### src/rtl/otp_pkg.sv
package otp_pkg;
  localparam int WORD_W = 32;
  localparam int BIT_W = $clog2(WORD_W);
  localparam int OFS_W = 6;
  localparam logic [OFS_W-1:0] OFS_CTRL = 6'h00;
  localparam logic [OFS_W-1:0] OFS_TIMING = 6'h10;
  localparam logic [OFS_W-1:0] OFS_DATA = 6'h20;
  localparam logic [15:0] ARM_KEY = 16'h3E77;
  localparam int BUSY_POS = 8;
  localparam int ERR_POS = 9;

  typedef enum logic [2:0] {
    ST_IDLE, ST_READ, ST_SCAN, ST_PRE, ST_STRB, ST_POSTR, ST_WAIT
  } seq_st_t;
endpackage

### src/rtl/otp_regs.sv
module otp_regs
  import otp_pkg::*;
#(
  parameter int ADDR_W = 7
) (
  input  logic              clk,
  input  logic              rst_n,
  input  logic              bus_wr,
  input  logic [OFS_W-1:0]  bus_addr,
  input  logic [WORD_W-1:0] bus_wdata,
  output logic [WORD_W-1:0] bus_rdata,
  input  logic              idle,
  input  logic              busy,
  input  logic              mask_en,
  input  logic              shift_en,
  input  logic [WORD_W-1:0] fuse_rdata,
  input  logic              fuse_locked,
  output logic              start,
  output logic [ADDR_W-1:0] ctrl_addr,
  output logic              data_lsb,
  output logic [5:0]        tm_read,
  output logic [3:0]        tm_relax,
  output logic [11:0]       tm_prog
);
  logic [ADDR_W-1:0] addr_q, addr_n;
  logic              armed_q, armed_n;
  logic              err_q, err_n;
  logic [21:0]       tim_q, tim_n;
  logic [WORD_W-1:0] data_q, data_n;
  logic              wr_ctrl, wr_tim, wr_data, data_wr_idle;

  assign wr_ctrl = bus_wr && (bus_addr == OFS_CTRL);
  assign wr_tim  = bus_wr && (bus_addr == OFS_TIMING);
  assign wr_data = bus_wr && (bus_addr == OFS_DATA);
  assign data_wr_idle = wr_data && idle;
  assign start = data_wr_idle && armed_q && !err_q && !fuse_locked;

  always_comb begin
    addr_n  = addr_q;
    armed_n = armed_q;
    err_n   = err_q;
    tim_n   = tim_q;
    data_n  = data_q;
    if (wr_ctrl) begin
      addr_n  = bus_wdata[ADDR_W-1:0];
      armed_n = (bus_wdata[31:16] == ARM_KEY);
      if (bus_wdata[ERR_POS]) err_n = 1'b0;
    end
    if (wr_tim) tim_n = bus_wdata[21:0];
    if (data_wr_idle) begin
      armed_n = 1'b0;
      data_n  = bus_wdata;
      if (!err_q && (!armed_q || fuse_locked)) err_n = 1'b1;
    end else if (mask_en) begin
      data_n = data_q & ~fuse_rdata;
    end else if (shift_en) begin
      data_n = {1'b0, data_q[WORD_W-1:1]};
    end
  end

  always_ff @(posedge clk or negedge rst_n) begin
    if (!rst_n) begin
      addr_q  <= '0;
      armed_q <= 1'b0;
      err_q   <= 1'b0;
      tim_q   <= '0;
      data_q  <= '0;
    end else begin
      addr_q  <= addr_n;
      armed_q <= armed_n;
      err_q   <= err_n;
      tim_q   <= tim_n;
      data_q  <= data_n;
    end
  end

  assign ctrl_addr = addr_q;
  assign data_lsb  = data_q[0];
  assign tm_prog   = tim_q[11:0];
  assign tm_relax  = tim_q[15:12];
  assign tm_read   = tim_q[21:16];

  always_comb begin
    bus_rdata = '0;
    case (bus_addr)
      OFS_CTRL: begin
        bus_rdata[ADDR_W-1:0] = addr_q;
        bus_rdata[BUSY_POS]   = busy;
        bus_rdata[ERR_POS]    = err_q;
        bus_rdata[31:16]      = armed_q ? ARM_KEY : 16'h0000;
      end
      OFS_TIMING: bus_rdata[21:0] = tim_q;
      OFS_DATA:   bus_rdata = data_q;
      default:    bus_rdata = '0;
    endcase
  end

  // ERROR stays set until a control write with the clear bit
  assert_err_sticky_R6: assert property (@(posedge clk) disable iff (!rst_n)
    (err_q && !(wr_ctrl && bus_wdata[ERR_POS])) |=> err_q);

  // a job only begins from an armed, error-free state
  assert_start_armed_R2: assert property (@(posedge clk) disable iff (!rst_n)
    $rose(busy) |-> ($past(armed_q) && !$past(err_q)));

  // bus writes to DATA never disturb the word while it is being burned
  assert_data_frozen_R7: assert property (@(posedge clk) disable iff (!rst_n)
    (busy && wr_data && !mask_en && !shift_en) |=> $stable(data_q));
endmodule

### src/rtl/otp_seq_fsm.sv
module otp_seq_fsm
  import otp_pkg::*;
#(
  parameter int ADDR_W = 7,
  parameter int POST_CYCLES = 24
) (
  input  logic              clk,
  input  logic              rst_n,
  input  logic              start,
  input  logic [ADDR_W-1:0] ctrl_addr,
  input  logic              data_lsb,
  input  logic [5:0]        tm_read,
  input  logic [3:0]        tm_relax,
  input  logic [11:0]       tm_prog,
  output logic              idle,
  output logic              busy,
  output logic              mask_en,
  output logic              shift_en,
  output logic [ADDR_W-1:0] fuse_addr,
  output logic              fuse_rd_en,
  output logic              fuse_prog,
  output logic [BIT_W-1:0]  fuse_bit
);
  localparam int POST_W = $clog2(POST_CYCLES + 2);
  localparam int CNT_W = (POST_W > 12) ? POST_W : 12;
  localparam logic [BIT_W-1:0] LAST_POS = BIT_W'(WORD_W - 1);

  function automatic logic [CNT_W-1:0] at_least_one(input logic [CNT_W-1:0] v);
    return (v == '0) ? CNT_W'(1) : v;
  endfunction

  seq_st_t           st_q, st_n;
  logic [CNT_W-1:0]  cnt_q, cnt_n;
  logic [BIT_W-1:0]  pos_q, pos_n;
  logic [ADDR_W-1:0] lat_q, lat_n;
  logic              last;
  logic [CNT_W-1:0]  len_read, len_relax, len_prog, len_post;

  assign len_read  = at_least_one(CNT_W'(tm_read));
  assign len_relax = at_least_one(CNT_W'(tm_relax));
  assign len_prog  = at_least_one(CNT_W'(tm_prog));
  assign len_post  = at_least_one(CNT_W'(POST_CYCLES));
  assign last = (cnt_q <= CNT_W'(1));

  always_comb begin
    st_n     = st_q;
    cnt_n    = cnt_q;
    pos_n    = pos_q;
    lat_n    = lat_q;
    mask_en  = 1'b0;
    shift_en = 1'b0;
    case (st_q)
      ST_IDLE: if (start) begin
        st_n  = ST_READ;
        cnt_n = len_read;
        lat_n = ctrl_addr;
        pos_n = '0;
      end
      ST_READ: if (last) begin
        mask_en = 1'b1;
        st_n    = ST_SCAN;
      end else cnt_n = cnt_q - 1'b1;
      ST_SCAN: if (data_lsb) begin
        st_n  = ST_PRE;
        cnt_n = len_relax;
      end else begin
        shift_en = 1'b1;
        if (pos_q == LAST_POS) begin
          st_n  = ST_WAIT;
          cnt_n = len_post;
        end else pos_n = pos_q + 1'b1;
      end
      ST_PRE: if (last) begin
        st_n  = ST_STRB;
        cnt_n = len_prog;
      end else cnt_n = cnt_q - 1'b1;
      ST_STRB: if (last) begin
        st_n  = ST_POSTR;
        cnt_n = len_relax;
      end else cnt_n = cnt_q - 1'b1;
      ST_POSTR: if (last) begin
        shift_en = 1'b1;
        if (pos_q == LAST_POS) begin
          st_n  = ST_WAIT;
          cnt_n = len_post;
        end else begin
          pos_n = pos_q + 1'b1;
          st_n  = ST_SCAN;
        end
      end else cnt_n = cnt_q - 1'b1;
      ST_WAIT: if (last) st_n = ST_IDLE;
               else cnt_n = cnt_q - 1'b1;
      default: st_n = ST_IDLE;
    endcase
  end

  always_ff @(posedge clk or negedge rst_n) begin
    if (!rst_n) begin
      st_q  <= ST_IDLE;
      cnt_q <= '0;
      pos_q <= '0;
      lat_q <= '0;
    end else begin
      st_q  <= st_n;
      cnt_q <= cnt_n;
      pos_q <= pos_n;
      lat_q <= lat_n;
    end
  end

  assign idle       = (st_q == ST_IDLE);
  assign busy       = (st_q != ST_IDLE) && (st_q != ST_WAIT);
  assign fuse_rd_en = (st_q == ST_READ);
  assign fuse_prog  = (st_q == ST_STRB);
  assign fuse_bit   = pos_q;
  assign fuse_addr  = idle ? ctrl_addr : lat_q;

  // checker state: length of the current program strobe
  logic [CNT_W-1:0] strb_len;
  always_ff @(posedge clk or negedge rst_n) begin
    if (!rst_n) strb_len <= '0;
    else if (fuse_prog) strb_len <= strb_len + 1'b1;
    else strb_len <= '0;
  end

  assert_addr_hold_R3: assert property (@(posedge clk) disable iff (!rst_n)
    (busy && $past(busy)) |-> $stable(fuse_addr));

  assert_strobe_width_R9: assert property (@(posedge clk) disable iff (!rst_n)
    $fell(fuse_prog) |-> (strb_len == len_prog));

  assert_no_start_in_post_R11: assert property (@(posedge clk) disable iff (!rst_n)
    (st_q == ST_WAIT) |=> !busy);

  assert_read_before_prog_R8: assert property (@(posedge clk) disable iff (!rst_n)
    $fell(fuse_rd_en) |-> (st_q == ST_SCAN));
endmodule

### src/rtl/otp_prog_seq.sv
module otp_prog_seq
  import otp_pkg::*;
#(
  parameter int ADDR_W = 7,
  parameter int POST_CYCLES = 24
) (
  input  logic              clk,
  input  logic              rst_n,
  input  logic              bus_wr,
  input  logic [5:0]        bus_addr,
  input  logic [31:0]       bus_wdata,
  output logic [31:0]       bus_rdata,
  output logic [ADDR_W-1:0] fuse_addr,
  output logic              fuse_rd_en,
  input  logic [31:0]       fuse_rdata,
  input  logic              fuse_locked,
  output logic              fuse_prog,
  output logic [4:0]        fuse_bit
);
  logic [1:0]        rst_sync;
  logic              rst_int_n;
  logic              idle, busy, mask_en, shift_en, start, data_lsb;
  logic [ADDR_W-1:0] ctrl_addr;
  logic [5:0]        tm_read;
  logic [3:0]        tm_relax;
  logic [11:0]       tm_prog;

  always_ff @(posedge clk or negedge rst_n) begin
    if (!rst_n) rst_sync <= 2'b00;
    else        rst_sync <= {rst_sync[0], 1'b1};
  end
  assign rst_int_n = rst_sync[1];

  otp_regs #(.ADDR_W(ADDR_W)) u_regs (
    .clk(clk), .rst_n(rst_int_n),
    .bus_wr(bus_wr), .bus_addr(bus_addr), .bus_wdata(bus_wdata), .bus_rdata(bus_rdata),
    .idle(idle), .busy(busy), .mask_en(mask_en), .shift_en(shift_en),
    .fuse_rdata(fuse_rdata), .fuse_locked(fuse_locked),
    .start(start), .ctrl_addr(ctrl_addr), .data_lsb(data_lsb),
    .tm_read(tm_read), .tm_relax(tm_relax), .tm_prog(tm_prog)
  );

  otp_seq_fsm #(.ADDR_W(ADDR_W), .POST_CYCLES(POST_CYCLES)) u_fsm (
    .clk(clk), .rst_n(rst_int_n),
    .start(start), .ctrl_addr(ctrl_addr), .data_lsb(data_lsb),
    .tm_read(tm_read), .tm_relax(tm_relax), .tm_prog(tm_prog),
    .idle(idle), .busy(busy), .mask_en(mask_en), .shift_en(shift_en),
    .fuse_addr(fuse_addr), .fuse_rd_en(fuse_rd_en), .fuse_prog(fuse_prog),
    .fuse_bit(fuse_bit)
  );
endmodule

### config.mk
export PLATFORM = sky130hd
export DESIGN_NAME = otp_prog_seq
export DESIGN_NICKNAME = d
export VERILOG_FILES = /design/src/rtl/otp_pkg.sv /design/src/rtl/otp_regs.sv /design/src/rtl/otp_seq_fsm.sv /design/src/rtl/otp_prog_seq.sv
export SDC_FILE = /design/constraint.sdc
export NUM_CORES = 1
export LEC_CHECK = 0
export ABC_CLOCK_PERIOD_IN_PS = 2900
export BUFFER_PORTS_ARGS = -buffer_cell sky130_fd_sc_hd__buf_2
export CORE_ASPECT_RATIO = 0.8
export CORE_MARGIN = 1.5
export CORE_UTILIZATION = 40
export CTS_BUF_LIST = sky130_fd_sc_hd__clkbuf_8
export CTS_CLUSTER_DIAMETER = 30
export CTS_CLUSTER_SIZE = 10
export DETAILED_ROUTE_END_ITERATION = 12
export PLACE_DENSITY = 0.6
export SLEW_MARGIN = 0
export SYNTH_ARGS = -nofsm -noshare
export SYNTH_HDL_FRONTEND = slang
export SYNTH_SLANG_ARGS = --single-unit
### constraint.sdc
create_clock -name clk -period 2.9 [get_ports clk]
set_input_delay 0.435 -clock clk [delete_from_list [all_inputs] [get_ports clk]]
set_output_delay 0.435 -clock clk [all_outputs]
set_load 0.02 [all_outputs]
## Word-level counts from Yosys, hierarchy flattened

Cells that the tools add are included.
W data, S select, Z words.

| word-level totals | value |
|---|---|
| bits in registers | 92 |
| bits of input ports | 74 |
| output and inout bits | 46 |
| word-level logic and storage cells | 110 |

| cells by class | value |
|---|---|
| add/subtract/negate cells | 2 |
| magnitude comparators | 1 |
| equal/unequal tests | 20 |
| muxes and demuxes | 47 |
| bitwise operators | 2 |
| reduce and logical (&&, ||, !) cells | 28 |

Operators by type and width:

| operator | number |
|---|---|
| $mux W12 | 8 |
| $mux W32 | 3 |
| $pmux W12 S6 | 1 |
| $and A32 B32 Y32 | 1 |
| $not A32 Y32 | 1 |
| $mux W3 | 9 |
| $pmux W3 S7 | 1 |
| $pmux W7 S3 | 1 |
| $mux W5 | 4 |
| $pmux W10 S2 | 1 |
| $pmux W6 S3 | 1 |
| $eq A16 B14 Y1 const B | 1 |
| $pmux W5 S3 | 1 |
| $mux W14 | 1 |
| $le A12 B1 Y1 const B | 1 |
| $logic_not A12 Y1 | 1 |
| $logic_not A6 Y1 | 2 |
| $pmux W6 S2 | 1 |
| $sub A12 B1 Y12 const B | 1 |
| $ne A2 B1 Y1 const B | 5 |
| $eq A3 B3 Y1 const B | 3 |
| $logic_and A1 B1 Y1 | 9 |
| $mux W1 | 9 |
| $reduce_bool A3 Y1 | 3 |
| 25 further kinds | 31 |

## Logic depth before layout (Yosys ltp)

Gate-level depths: netlist of the first run.

| depth | value |
|---|---|
| depth after elaboration | 8 |
| depth in mapped cells | 10 |
| mapped depth without buffers | 9 |

## Hierarchy

Synthesis of the first run repeated with hierarchy kept, for this count alone.

| unflattened totals | value |
|---|---|
| cells, all modules | 619 |
| area, all modules | 5750.5 sq um |

By module, submodules not included:

| module | instances | cells an instance | area an instance (sq um) | sequential area each (sq um) |
|---|---|---|---|---|
| otp_regs | 1 | 336 | 3442.1 | 1576.5 |
| otp_seq_fsm | 1 | 280 | 2254.7 | 675.6 |
| otp_prog_seq | 1 | 3 | 53.8 | 50.0 |

## Worst setup path after synthesis of the first run

OpenSTA, ideal clock, no wires.

| path | value |
|---|---|
| path type | register to register |
| start | register u_fsm.pos_q[0] (netlist: u_fsm.fuse_bit[0]) |
| end | register u_fsm.pos_q[3] (netlist: u_fsm.fuse_bit[3]) |
| library setup time | 119 ps |
| arrival time | 2354 ps |
| required time | 2781 ps |
| setup slack | 427 ps |
| stages on the path, launching flop included | 11 |
| path buffers | 1 |
| path through | dfrtp_1 -> ha_1 -> and3_1 -> ha_1 -> clkbuf_1 -> o21ai_0 -> a22oi_1 -> a211oi_1 -> nand4_1 -> xnor2_1 -> and2_1 |

| between the ends | value |
|---|---|
| word-level cells in the longest chain between the ends | 4 |
| elaborated cells between the ends (all ways) | 6 |
| classes of those cells | add/sub: 1; eq/ne: 1; mux: 4 |

RTL lines:

| item | line | text |
|---|---|---|
| start, declared | otp_seq_fsm.sv:34 | `logic [BIT_W-1:0] pos_q, pos_n;` |
| start signal, assigned | otp_seq_fsm.sv:106 | `pos_q <= pos_n;` |
| $add A5 B1 Y5 or $eq A5 B5 Y1 (tied branches) | - |  |
| $mux W5 * | otp_seq_fsm.sv:68, otp_seq_fsm.sv:83 |  |
| $mux W5 (on tied branches) | otp_seq_fsm.sv:81, otp_seq_fsm.sv:63 |  |
| $pmux W5 S3 * | otp_seq_fsm.sv:52 | `case (st_q)` |

Mark *: on every way between the ends. The rest lies on a longest branch, timed or not. The select of a mux whose other input is x is not followed.
A chain may end at the register's enable or synchronous reset.

==> results of run 1 <==
## sequential cells by signal, indices dropped and copies added (netlist names)
signal / count
u_regs.ctrl_addr: 7
u_regs.tim_q: 22
rst_sync: 2
u_fsm.lat_q: 7
u_regs.err_q: 1
u_regs.armed_q: 1
u_fsm.cnt_q: 12
u_fsm.fuse_bit: 5
u_fsm.st_q: 3
u_regs.data_q: 32
## report_power, final
group	leakage [nW]	switching [mW]	internal (mW)	total, mW
logic	1.94	0.190	0.188	0.378
registers	1.19	0.161	1.43	1.59
clock network	0.0920	0.488	0.334	0.822
## critical path, cell delays in order (launching register included)
cell and delay [ps]:
dfrtp_1 430, ha_1 230, and3_1 180, ha_1 250, o22ai_1 260, a211oi_2 140, a21oi_2 600, buf_12 240
o21ai_1 100, a21oi_1 130
## worst paths after layout
kind,to
setup / recovery,u_regs.data_q[26]
hold / removal,u_regs.err_q
setup reg to reg,u_regs.data_q[26]
hold reg to reg,u_regs.tim_q[17]
max in group asynchronous,u_fsm.fuse_bit[2]
min in group asynchronous,u_regs.tim_q[17]
## layout make-up
type / count / area [um^2]
Antenna cell: 1 / 2.50
Clock buffer: 10 / 138
Clock inverter: 6 / 40.0
Fill cell: 1338 / 6890
Inverter: 9 / 33.8
Multi-Input combinational cell: 488 / 3030
Sequential cell: 92 / 2310
Tap cell: 180 / 225
Timing Repair Buffer: 152 / 883
## per-stage QoR
step	power [mW]	area, um^2	cells	worst slack, ps
finish	2.79	6660	938	249
global route	2.92	6650	937	49.1
CTS	2.80	6650	937	271
detailed placement	1.98	6470	920	296
global placement	1.97	6470	920	333
floorplan	1.79	5550	633	148
## synth_stat cells, drive strengths merged, types with 2 or more instances
cell type	instances
o21bai	2
or2	4
xnor2	4
nor3b	3
or4b	2
a31oi	8
a221oi	2
mux2i	9
dfrtp	92
a22o	14
clkbuf	26
nand2	53
nand2b	8
a21o	8
or4	4
o21ai	60
a22oi	4
nand3	5
nand4b	2
and2	5
nor3	11
a221o	6
inv	9
o22ai	4
ha	4
nand4	5
xor2	3
o31ai	5
mux2	37
or3	6
a32o	2
a211oi	3
and3	8
nor4	12
nor2	91
buf	18
a21oi	75
nor2b	5
## cell families after synthesis
group	Yosys count	share of synthesized area, %
AO/OA/AOI/OAI	202	22.5
AND/OR/NAND/NOR	228	20.8
buffers and inverters	53	4.01
flip-flops	92	41.5
other	1	0.0675
multiplexers	46	9.13
adder cells (fa/ha/maj)	4	0.901
XOR/XNOR	7	1.10
## layer usage
metal	part of all wire, %	wire length, um	up-vias
met5	0	0	-
met4	1.7	313	0
met3	8.0	1450	24
met2	43	7790	268
met1	47	8460	2665
li1	-	-	2524
## timing repair
item	CTS	global route
hold buffers	1	0
buffers inserted	0	0
hold endpoints to repair	2	0
gates resized for setup	0	0
==> summary.txt, run 1 <==
Global routing
  – Global-route wire length before repair: 28,700 um
  – Total track usage: 25.5%
  – GR Util met2: 37.7%
  – Met1 Usage GRT: 37.6%
  – Antenna violations before repair: 1
  – Largest net degree at the start of global routing: 40
  – Global Route met3 Usage: 5.30%
  – Gr ovfl total: 0
  – Vias in the first global route: 5,279
  – Layer with the highest usage: met2

Power and ir drop
  – PwrDens: about 420 mW/mm^2
  – VDD IR max: 0.199 mV
  – P_leak: 3.22 nW

Clock network
  – Clock Tree Buf Depth: 2
  – Total CTS buffers: 9
  – CTS clk-pin slew, worst paths: 90 ps
  – Worst-Skew Late Latency: 380 ps
  – CTS tree: built
  – Clk Tree Root Cell: clkbuf_8
  – Clock H-tree levels: 3
  – CTS sink count: approximately 90

Run status
  – Status: finished clean

Worst setup path
  – Max FO, Critical Path: 21
  – Crit Path Class: reg -> reg
  – Worst Reg-to-Reg Cells: 9
  – Worst r2r src: u_fsm.fuse_bit[0]
  – Startpoint type of the worst setup path: flip-flop
  – Crit path DAT: 2960 ps
  – Internal reg-to-reg setup slack: around 250 ps
  – Worst path required time: 3210 ps
  – Crit path from: u_fsm.fuse_bit[0]
  – Kind of end point of the critical path: flip-flop

Timing
  – RSZ-0062 raised after global routing: false
  – Hold_ws: 298 ps
  – Worst rel slew slack: 52.8%
  – Fin. max-slew vios: 0
  – Period minus WS final: between 2000 and 3000 ps
  – Skew final: between 5 and 6 ps
  – Final setup violation count: 0
  – Final Hold Viols: 0
  – Fmax: 377 MHz
  – Worst Max-Slew Pin Slew: 708 ps
  – Setup TNS: 0 ps
  – Period utilization: between 90% and 100%

Route
  – WL final: 18,000 um
  – Iter 0 DRT Violations: 503
  – # DRC: 0
  – Routed WL per cell: 19.2 um
  – ANT nets after route: 0
  – Vias/cell: 5.84
  – Via count: 5,481
  – DR pass1 iterations: 5

Final layout
  – Final design utilization: 49.1%
  – Final net count: between 800 and 900
  – Most common cell after layout, fill and taps aside: buf_2
  – Commonest cells after routing, fill and taps aside: 119 x buf_2, 91 x nor2_1, 91 x dfrtp_1
  – Share of cells above drive strength 1: 29.7%
  – Layout area overhead: 19.9%

Flow run
  – Max Cap Viol: 0

Synthesis
  – Synth top area share: 41.5%
  – Ys flop type: dfrtp_1
  – Cell taking the most area after synthesis: dfrtp_1
  – Flop and latch count out of synthesis: 92
  – Synth cell types: 64
  – Synth Area per Inst: ~8.8 um^2
  – Post-synthesis sequential area ratio: 41.5%
  – Dominant cells by area after synthesis: dfrtp_1 41%, mux2_2 7.5%, a21oi_1 6.7%
  – Mapped Cells: 633
  – Yosys warns: 0
  – Async SR Flop Fraction: 100%
  – Cell Area, Synth: 0.00555 mm^2
  – Post-synth EDFFs: 0
  – Mapped Nets: 711

Die
  – Initial Utilization: 41.0%
  – Core area: ~0.014 mm^2
  – Die Height: 108 um
  – Die area: 0.0146 mm^2
  – Row count: 38
  – Die Wd: between 100 and 150 um
  – I/O pin count: 120

Hold path
  – Worst Hold Launch: bus_wdata[9]
  – Hold path cells: 2
  – Hold Crit Class: in -> reg

Placed design
  – DP HPWL: 13,100 um
  – Port Buffers: 119
  – GPL Wtd Cong: ~0.9
Power figures use the tool's default switching activity.
==> run 2: changes to the inputs <==
--- a/config.mk
+++ b/config.mk
@@ -11,11 +11,11 @@
 export CORE_MARGIN = 1.5
 export CORE_UTILIZATION = 40
 export CTS_BUF_LIST = sky130_fd_sc_hd__clkbuf_8
-export CTS_CLUSTER_DIAMETER = 30
 export CTS_CLUSTER_SIZE = 10
 export DETAILED_ROUTE_END_ITERATION = 12
 export PLACE_DENSITY = 0.6
 export SLEW_MARGIN = 0
 export SYNTH_ARGS = -nofsm -noshare
 export SYNTH_HDL_FRONTEND = slang
+export SYNTH_HIERARCHICAL = 1
 export SYNTH_SLANG_ARGS = --single-unit
==> run 2 against run 1 <==
  * Global-route usage increased by 1.2 points
  * Highest routed layer unchanged
  * Cell area increased by 4.5%
  * Clock power increased by 18%
  * Maximum frequency decreased by 3.1%
  * Synthesized area increased by 3.6%
==> summary.txt, run 2 <==
Timing
  – Final Hold Viols: 0 (unchanged)
  – Final setup violation count: 0 (unchanged)
  – Worst rel slew slack: 57.6% (+4.7 points)
  – Period utilization: 94.3% (+2.9 points)
  – RSZ-0062 raised after global routing: false
  – Period minus WS final: 2740 ps (+84.7 ps)
  – Worst Max-Slew Pin Slew: 631 ps (-77.0 ps)
  – Setup TNS: 0 ps (unchanged)
  – Hold_ws: 294 ps (-3.35 ps)
  – Fin. max-slew vios: 0 (unchanged)
  – Skew final: 13.1 ps (+7.74 ps)
  – Fmax: 366 MHz (-3.1%)

Worst setup path
  – CP most frequent cell: nor2_1
  – Worst path required time: 3150 ps (-60 ps)
  – CP max-delay cell: dfrtp_1
  – Crit path DAT: 2990 ps (+30 ps)
  – Kind of end point of the critical path: flip-flop
  – Max FO, Critical Path: 11 (-48%)
  – Worst Reg-to-Reg Cells: 9 (unchanged)
  – Worst r2r src: u_fsm/st_q[1]
  – Worst-path cell chain: or2_2 -> nor2_1 -> nand4b_1 -> nor4_2 -> buf_4 -> nor2_1 -> a21oi_1 -> o21ai_2 -> o31ai_2
  – Crit path largest cell delay: 440 ps (-160 ps)
  – R2R Path End: u_fsm/cnt_q[2]
  – Startpoint type of the worst setup path: flip-flop
  – Internal reg-to-reg setup slack: 160 ps (-80 ps)
  – Crit Path Class: reg -> reg

Synthesis
  – Dominant cells by area after synthesis: dfrtp_1 40%, a221o_1 6.3%, mux2_2 4.5%
  – Post-synth EDFFs: 0 (unchanged)
  – Synth Area per Inst: 9.29 um^2 (+5.9%)
  – Yosys warns: 6 (+6)
  – Cell Area, Synth: 0.00575 mm^2 (+3.6%)
  – Synth cell count leaders: 92 x dfrtp_1, 66 x nand2_1, 61 x nor2_1, 36 x a221o_1, 30 x clkbuf_1
  – Synth top area share: 40.0% (-1.4 points)
  – Most frequent cell after synthesis: dfrtp_1
  – Ys flop type: dfrtp_1
  – Mapped Cells: 619 (-2.2%)
  – Mapped Nets: 697 (-2.0%)
  – Synth cell types: 73 (+14%)
  – Flop and latch count out of synthesis: 92 (unchanged)
  – Post-synthesis sequential area ratio: 40.0% (-1.4 points)
  – Cell taking the most area after synthesis: dfrtp_1
  – Async SR Flop Fraction: 100% (unchanged)

Die
  – Die area: 0.0151 mm^2 (+3.5%)
  – Initial Utilization: 41.7% (+0.73 points)
  – Die Wd: 137 um (+1.7%)
  – Row count: 38 (unchanged)
  – Core area: 0.0138 mm^2 (+1.8%)
  – I/O pin count: 120 (unchanged)
  – Die Height: 110 um (+1.7%)

Final layout
  – Share of cells above drive strength 1: 29.2% (-0.52 points)
  – Layout area overhead: 21.0%
  – Largest register by flop count: u_regs/data_q
  – Largest register FFs: 32 (unchanged)
  – Final net count: 823 (-0.84%)
  – Fillers: 1,352 (+1.0%)
  – Commonest cells after routing, fill and taps aside: 119 x buf_2, 91 x dfrtp_1, 66 x nand2_1
  – Regs by FF count: u_regs/data_q: 32 flops, u_regs/tim_q: 22 flops, u_fsm/cnt_q: 12 flops
  – Most common cell after layout, fill and taps aside: buf_2

Clock network
  – Total CTS buffers: 9 (unchanged)
  – Worst-Skew Late Latency: 380 ps (about the same)
  – Clock H-tree levels: 3 (unchanged)
  – CTS clk-pin slew, worst paths: 100 ps (about the same)
  – Post-CTS Repair Setup Buffers: 0 (unchanged)
  – CTS tree: built
  – Clk Tree Root Cell: clkbuf_8
  – Clock Tree Buf Depth: 2 (unchanged)
  – CTS sink count: 92 (unchanged)

Route
  – # DRC: 0 (unchanged)
  – Top Layer Used: met4
  – M1 wire length: 9150 um (+8.1%)
  – Via count: 5,673 (+3.5%)
  – Met3 wire len: 1680 um (+16%)
  – Met2 WL: 8400 um (+7.8%)
  – Iter 0 DRT Violations: 571 (+14%)
  – ANT nets after route: 0 (unchanged)
  – WL final: 19,500 um (+8.1%)
  – DR pass1 iterations: 5 (unchanged)
  – Routed WL per cell: 20.9 um (+8.9%)
  – Vias/cell: 6.09 (+4.3%)

Power and ir drop
  – Switching Fraction: 43.4% (+13 points)
  – Pwr Total: 5.68 mW (+100%)
  – VDD IR max: 0.363 mV (+83%)
  – Share of power burned in registers: 33.9% (-23 points)
  – PwrDens: 816 mW/mm^2 (+95%)
  – P_leak: 3.48 nW (+8.2%)
  – Clk pwr share: 17.2% (-12 points)
  – P_int: 3.22 mW (+65%)
  – Sw power: 2.46 mW (+190%)
  – Combinational power share: 48.9% (+35 points)

Hold path
  – Hold path cells: 2 (unchanged)
  – Hold Crit Class: in -> reg
  – Hold Path End: u_regs/tim_q[12]
  – Worst Hold Launch: bus_wdata[12]

Placed design
  – DP HPWL: 14,100 um (+7.6%)
  – GPL Wtd Cong: 0.942 (+3.8%)
  – Port Buffers: 119 (unchanged)

Global routing
  – Largest net degree at the start of global routing: 56 (+40%)
  – Total track usage: 26.6% (+1.2 points)
  – Vias in the first global route: 5,250 (-0.55%)
  – Gr ovfl total: 0 (unchanged)
  – Antenna violations before repair: 1 (unchanged)
  – Global-route wire length before repair: 30,200 um (+5.3%)

Run status
  – Status: finished clean

Flow run
  – Max Cap Viol: 0 (unchanged)
## run 2: cell types whose count changed in the layout (fill, tap and decap cells not counted), sizes merged, moves of 7 or more
cell,change
a21oi,-49
a221o,+30
o21ai,-30
nor2,-29
and3b,+24
a31oi,+20
nand2,+14
buf,+9
mux2i,-9
nand3,+9
a22oi,+7
## run 2: layer usage
| metal | GRT usage [%] | up-vias |
|---|---|---|
| met5 | 0 | - |
| met4 | 6.47 | 0 |
| met3 | 6.31 | 20 |
| met2 | 38.7 | 253 |
| met1 | 39.7 | 2805 |
| li1 | - | 2595 |
## run 2: worst max-delay path by stage
stage	startpoint	endpoint	slack, ps	cells after the start
floorplan	u_fsm/st_q[2]	u_fsm/st_q[2]	110	12
global placement	bus_addr[3]	u_fsm/cnt_q[2]	120	8
detailed placement	bus_addr[3]	u_fsm/cnt_q[2]	180	8
CTS	u_fsm/st_q[1]	u_fsm/cnt_q[2]	150	9
global route	u_fsm/cnt_q[0]	u_fsm/cnt_q[10]	20	10
finish	u_fsm/st_q[1]	u_fsm/cnt_q[2]	160	9
## run 2: cell families (layout without fill, tap and decap cells)
family	Yosys count	after routing	share of synthesized area (%)
DFF	92	92	40.0
and+or+nand+nor	235	235	21.8
adders and majority gates	4	4	0.870
xor gates and xnor gates	2	2	0.305
muxes	43	43	8.42
AOI/OAI and AO/OA	185	185	24.1
other	1	2	0.0652
buffers and inverters	57	188	4.37
## run 2: stage by stage
stage	area, um^2	util, %	setup WS (ps)	cells
5_1_grt	6960	50.4	22.7	931
3_5_place_dp	6720	48.7	180	913
4_1_cts	6950	50.4	150	930
3_3_place_gp	6720	48.7	124	913
6_report	6960	50.4	164	931
2_1_floorplan	5760	-	111	619
## run 2: layout make-up
type                       count  area, um^2  share of cell area [%]
multi-input combinational    470        3220                    46.4
tap                          180         225                    3.24
sequential                    92        2310                    33.2
clock buffer                  10         138                    1.98
inverter                      11        41.3                   0.594
clock inverter                 6        80.1                    1.15
antenna                        1        2.50                  0.0360
timing repair buffer         161         938                    13.5
## run 2: power groups by stage
stage	sequential (mW)	combinational, mW	clock, mW
floorplan	1.89	1.74	0
global placement	1.94	2.70	0
detailed placement	1.94	2.70	0
CTS	1.92	2.71	1.01
global route	1.98	2.99	1.06
finish	1.93	2.78	0.974
## run 2: timing repair
item                       4_1_cts  5_1_grt
setup endpoints to repair        0        1
hold buffers                     1        0
gates resized for setup          0        1
hold endpoints to repair         2        0
## run 2: critical path: cells and delay by family, from the launching register on
family	cells	cell delay, ps
AO/OA/AOI/OAI	3	940
buffers and inverters	1	180
AND/OR/NAND/NOR	5	1050
flip-flops	1	440
